File: src/rtl/dio_bank.sv
module dio_bank #(
  parameter int CONNS   = 4,
  parameter int GRP_PER = 3,
  parameter int GW      = 8,
  parameter int AW      = 5
) (
  input  logic                          clk,
  input  logic                          rst_n,
  input  logic                          wr_en,
  input  logic [AW-1:0]                 wr_addr,
  input  logic [GW-1:0]                 wr_data,
  input  logic [AW-1:0]                 rd_addr,
  output logic [GW-1:0]                 rd_data,
  input  logic [CONNS*GRP_PER*GW-1:0]   pin_in,
  output logic [CONNS*GRP_PER*GW-1:0]   pin_out,
  output logic [CONNS*GRP_PER*GW-1:0]   pin_oe
);
  localparam int NG       = CONNS * GRP_PER;
  localparam int DIR_BASE = 1 << $clog2(NG);
  localparam int EN_ADDR  = DIR_BASE + CONNS;

  logic [GW-1:0] lat [NG];
  logic [NG-1:0] dir_q;
  logic          en_q;

  always_ff @(posedge clk or negedge rst_n)
    if (!rst_n) en_q <= 1'b0;
    else if (wr_en && wr_addr == AW'(EN_ADDR)) en_q <= wr_data[0];

  for (genvar k = 0; k < CONNS; k++) begin : g_conn
    always_ff @(posedge clk or negedge rst_n)
      if (!rst_n) dir_q[k*GRP_PER +: GRP_PER] <= '0;
      else if (wr_en && wr_addr == AW'(DIR_BASE + k))
        dir_q[k*GRP_PER +: GRP_PER] <= wr_data[GRP_PER-1:0];
  end

  for (genvar g = 0; g < NG; g++) begin : g_grp
    always_ff @(posedge clk)
      if (wr_en && wr_addr == AW'(g)) lat[g] <= wr_data;
    assign pin_oe[g*GW +: GW]  = {GW{en_q & dir_q[g]}};
    assign pin_out[g*GW +: GW] = lat[g] & pin_oe[g*GW +: GW];
  end

  always_comb begin
    rd_data = '0;
    for (int g = 0; g < NG; g++)
      if (rd_addr == AW'(g) && en_q)
        rd_data = dir_q[g] ? lat[g] : pin_in[g*GW +: GW];
    for (int k = 0; k < CONNS; k++)
      if (rd_addr == AW'(DIR_BASE + k))
        rd_data = GW'(dir_q[k*GRP_PER +: GRP_PER]);
    if (rd_addr == AW'(EN_ADDR)) rd_data = GW'(en_q);
  end
endmodule


File: config.mk
export PLATFORM = sky130hd
export DESIGN_NAME = dio_bank
export DESIGN_NICKNAME = d
export VERILOG_FILES = /design/src/rtl/dio_bank.sv
export SDC_FILE = /design/constraint.sdc
export NUM_CORES = 1
export LEC_CHECK = 0
export BUFFER_PORTS_ARGS = -buffer_cell sky130_fd_sc_hd__buf_2
export CAP_MARGIN = 20
export CORE_ASPECT_RATIO = 1.5
export CORE_MARGIN = 8
export CORE_UTILIZATION = 52
export CTS_CLUSTER_DIAMETER = 150
export DETAILED_ROUTE_END_ITERATION = 7
export PLACE_DENSITY = 0.95
export SYNTH_ARGS = -nofsm -noshare
export SYNTH_HDL_FRONTEND = slang
export SYNTH_SLANG_ARGS = --single-unit
File: constraint.sdc
create_clock -name clk -period 4.8 [get_ports clk]
set_clock_uncertainty 0.05 [all_clocks]
set_input_delay 0.72 -clock clk [delete_from_list [all_inputs] [get_ports clk]]
set_output_delay 0.72 -clock clk [all_outputs]
set_load 0.005 [all_outputs]
## Word-level counts from Yosys, hierarchy flattened

Memory sizes are Yosys's and may differ from the RTL's.
Index checks and enable logic that the tools add are counted.
W data, S select, Z words.

| operators by class | value |
|---|---|
| add/sub/neg operators | 0 |
| multiply operators | 0 |
| divide/modulo/power cells | 0 |
| order comparisons | 0 |
| eq/ne operators | 32 |
| shift operators | 0 |
| multiplexer cells | 86 |
| bitwise logic cells | 24 |
| reduce and logical (&&, ||, !) cells | 42 |

Operators by type and width:

| operator | number |
|---|---|
| $mux W8 | 40 |
| $and A8 B8 Y8 | 12 |
| $reduce_or A8 Y1 | 11 |
| $eq A5 B5 Y1 const B | 10 |
| $mux W4 | 11 |
| $eq A5 B3 Y1 const B | 8 |
| $eq A5 B4 Y1 const B | 8 |
| $mux W1 | 35 |
| $logic_and A1 B1 Y1 | 29 |
| $eq A5 B2 Y1 const B | 4 |
| $and A1 B1 Y1 | 12 |
| $eq A5 B1 Y1 const B | 2 |
| $logic_not A5 Y1 | 2 |

| word-level totals | value |
|---|---|
| bits in registers | 13 |
| bits in latches | 0 |
| RAM bits | 96 |
| memory bits (read-only) | 0 |
| input port bits | 117 |
| output and inout bits | 200 |
| word-level logic and storage cells | 190 |
| memories kept | 1 |

Memory list:

| memory | words | width | rd ports | clocked after memory_dff | write ports | RTL line | RTL |
|---|---|---|---|---|---|---|---|
| lat | 12 | 8 | 12 | 0 | 1 | 22 | `logic [GW-1:0] lat [NG];` |

## Depth between registers and ports, before layout

| logic depth | value |
|---|---|
| depth in word-level cells | 19 |
| mapped depth | 8 |
| depth with buffers taken out | 5 |

## Worst setup path before layout

OpenSTA, ideal clock, no wires.

| timing path | value |
|---|---|
| kind | input port to output port |
| start point | input rd_addr[0] |
| end point | output rd_data[6] |
| data arrival time | 1.913 ns |
| data required time | 4.030 ns |
| path slack | 2.117 ns |
| stages | 7 |
| path buffers | 2 |
| path through | buf_6 nor4b_4 buf_6 a32oi_1 a311oi_1 a211oi_1 o21ai_1 |

| between the ends | value |
|---|---|
| word-level cells in the longest chain between the ends | 19 |
| elaborated cells between the ends (all ways) | 46 |
| classes of those cells | eq/ne (16); mux (17); reduce/logical (13) |

RTL lines:

| what | RTL line | RTL |
|---|---|---|
| start: declaration | 12 | `input logic [AW-1:0] rd_addr,` |
| $logic_not A5 Y1 | 47 | `if (rd_addr == AW'(g) && en_q)` |
| $logic_and A1 B1 Y1 | 47 |  |
| $mux W8 (12 in series) | 47 |  |
| $mux W8 (4 in series) | 50 | `if (rd_addr == AW'(DIR_BASE + k))` |
| $mux W8 * | 52 | `if (rd_addr == AW'(EN_ADDR)) rd_data = GW'(en_q);` |
| end: declaration | 13 | `output logic [GW-1:0] rd_data,` |

Every way passes the cells marked *; elsewhere a longest branch is shown, timed or not.

## Worst setup path after layout

| timing path | value |
|---|---|
| start point | input rd_addr[1] |
| end point | output rd_data[7] |

The elaborated chain is that of the path after synthesis.

==> insert_results.sql <==
INSERT INTO impl_metrics (metric_group, metric, value, unit) VALUES
('finish', 'post-route-util', '0.615', ''),
('timing', 'timing.final.hold_violations', '0', ''),
('timing', 'max_slew.worst_pin.slew', '0.958', 'ns'),
('clock_network', 'clock_tree_from_tritoncts', 'done', ''),
('drt', 'drt-total-wl', '26000', 'µm'),
('timing', 'fmaxAchievable', '270', 'MHz'),
('finish', 'post_layout_nonfiller_instances', '1027', ''),
('yosys', 'mappedNetlistArea', '7230', 'µm²'),
('setup_path', 'cells_on_worst_reg2reg_path', '2', ''),
('setup_path', 'crit_path_max_fanout', '17', ''),
('timing', 'slew_headroom', '0.359', ''),
('clock_network', 'cts_sinks', '109', ''),
('global_route', 'grt_util_all_layers', '0.275', ''),
('floorplanning', 'core.rowCount', '53', ''),
('setup_path', 'rr_endpoint', 'en_q', ''),
('timing', 'report.final.slew_viol_count', '0', ''),
('clock_network', 'cts_resized', '0', ''),
('drt', 'drt_first_iter_violations', '528', ''),
('yosys', 'yosys.cell_count.top_type', 'and3_1', ''),
('placement', 'replace_congestion', '1.03', ''),
('drt', 'post_drt_wl_per_cell', '25.3', 'µm'),
('finish', 'insertedDiodeCount', '0', ''),
('setup_path', 'critical_path.cell_chain', 'buf_2, nor4b_4, nand2_2, o211ai_1, a211oi_1, o21ai_1, buf_2', ''),
('global_route', 'grt_first_pass_wirelength', '37600', 'µm'),
('setup_path', 'cp_data_required_time', '4.03', 'ns'),
('clock_network', 'cts_setup_buffers', '0', ''),
('floorplanning', 'fp.coreArea', '13800', 'µm²'),
('yosys', 'yosysWarningCount', '0', ''),
('yosys', 'async_reset_ff_frac', '0.119', ''),
('setup_path', 'worstPathArrival', '2.93', 'ns'),
('timing', 'setup_viol_count_final', '0', ''),
('yosys', 'ys_ff_latch', '109', ''),
('setup_path', 'ff2ff_setup_slack', '3.30', 'ns'),
('power_and_ir_drop', 'ratio_of_total_power_to_cell_area', '310', 'nW/µm²'),
('floorplanning', 'fp.dieArea', '18000', 'µm²'),
('placement', 'placed_cell_area', '8140', 'µm²'),
('timing', 'setup_tns', '0', 'ns'),
('clock_network', 'hold_buffers', '0', ''),
('yosys', 'syn-num-nets', '782', ''),
('setup_path', 'timing.critical_path.slowest_cell_delay', '0.86', 'ns'),
('finish', 'final_area', '8480', 'µm²'),
('drt', 'dr.pass1.iters', '5', ''),
('placement', 'numPortBuffers', '316', ''),
('timing', 'fin_hold_ws', '0.210', 'ns'),
('yosys', 'synth_enable_flop_cells', '96', ''),
('floorplanning', 'boundaryPins', '317', ''),
('clock_network', 'clock_path_buffers', '2', ''),
('yosys', 'post-synth-top-area-fraction', '0.399', ''),
('power_and_ir_drop', 'cellLeakagePower', '4.12', 'nW'),
('global_route', 'grt_start_max_net_pins', '112', ''),
('global_route', 'antenna_found_initial', '1', ''),
('yosys', 'yosys.area.top_type', 'edfxtp_1', ''),
('clock_network', 'clock_insertion_delay_worst_skew', '0.35', 'ns'),
('global_route', 'grt.overflow.total', '0', ''),
('setup_path', 'worst-setup-path-type', 'primary input to output pin', ''),
('clock_network', 'worst_setup_hold_path_clk_slew', '0.07', 'ns'),
('yosys', 'post_synth.cell_area_avg', '10.9', 'µm²'),
('clock_network', 'tritoncts.num_buffers', '9', ''),
('finish', 'num-nets-final', '974', ''),
('setup_path', 'crit-reg2reg-launch', 'en_q', ''),
('drt', 'dr_total_vias', '6203', ''),
('flow_run', 'total_of_max_cap_violations', '0', ''),
('run_status', 'run_status', 'finished clean', ''),
('setup_path', 'worst_setup_path_start_kind', 'primary input', ''),
('placement', 'place.detailed.instances', '1009', ''),
('floorplanning', 'die-height', '160', 'µm'),
('drt', 'drc_errors', '0', ''),
('floorplanning', 'initial_utilization', '0.524', ''),
('finish', 'drive_gt1_frac', '0.462', ''),
('drt', 'antenna_left', '0', ''),
('power_and_ir_drop', 'peakVddDrop', '0.000182', 'V');
==> layout make-up <==
| class | count | area [µm²] |
|---|---|---|
| clock buffer | 9 | 225 |
| sequential | 109 | 3210 |
| inverter | 1 | 3.75 |
| tap | 165 | 206 |
| fill | 1210 | 5320 |
| multi-input combinational | 414 | 3110 |
| clock inverter | 7 | 97.6 |
| timing repair buffer | 322 | 1620 |
==> where the power goes <==
group	switching [mW]	internal, mW
clock	0.352	0.462
combinational	0.310	0.308
sequential	0.134	1.06
==> how the worst max path moves through the flow <==
stage | end | slack [ns] | from | cells after the start
final | rd_data[7] | 1.10 | rd_addr[1] | 7
after global routing | rd_data[0] | 0.98 | rd_addr[1] | 7
after CTS | rd_data[0] | 1.14 | rd_addr[1] | 7
after detailed placement | rd_data[0] | 1.14 | rd_addr[1] | 7
after global placement | rd_data[0] | 1.14 | rd_addr[1] | 7
after floorplan | rd_data[6] | 2.12 | rd_addr[0] | 7
==> per-stage QoR <==
step                      worst slack (ns)  total power [mW]
final                                 1.10              2.62
after detailed placement              1.14              1.83
after global routing                 0.978              2.71
after CTS                             1.14              2.63
after floorplan                       2.12              1.62
after global placement                1.14              1.82
==> cell families after synthesis <==
logic type      after synthesis  share of synthesized area
mux                         111                      0.165
flops                       109                      0.444
buf+inv                     142                      0.126
simple gates                198                      0.167
compound gates              105                     0.0980
==> sequential cells by signal, summed over array words and instances, names as in the netlist <==
register / count
lat: 96
dir_q: 12
en_q: 1
==> per-layer routing <==
layer  vias up  wire length, µm  track usage
met4         2             1080        0.133
li1       2806                -            -
met3        64             2370       0.0744
met2       357            13300        0.481
met1      2974             9220        0.301
met5         -                8            0
==> worst register-to-register path, cell delays in order, from the launching register on <==
cell and delay (ns):
dfrtp_2 0.39, buf_4 0.70, mux2_2 0.29
==> layout by cell type (no fill, tap or decap), drive strengths merged, types with 8 or more instances in the layout <==
master / n
mux2i: 63
o211ai: 14
o21ai: 30
and3: 97
nor2: 13
clkbuf: 10
nand3: 21
a211oi: 8
and2: 18
nand2: 16
buf: 321
edfxtp: 96
mux2: 46
a21oi: 21
dfrtp: 13
Power figures use the tool's default switching activity.
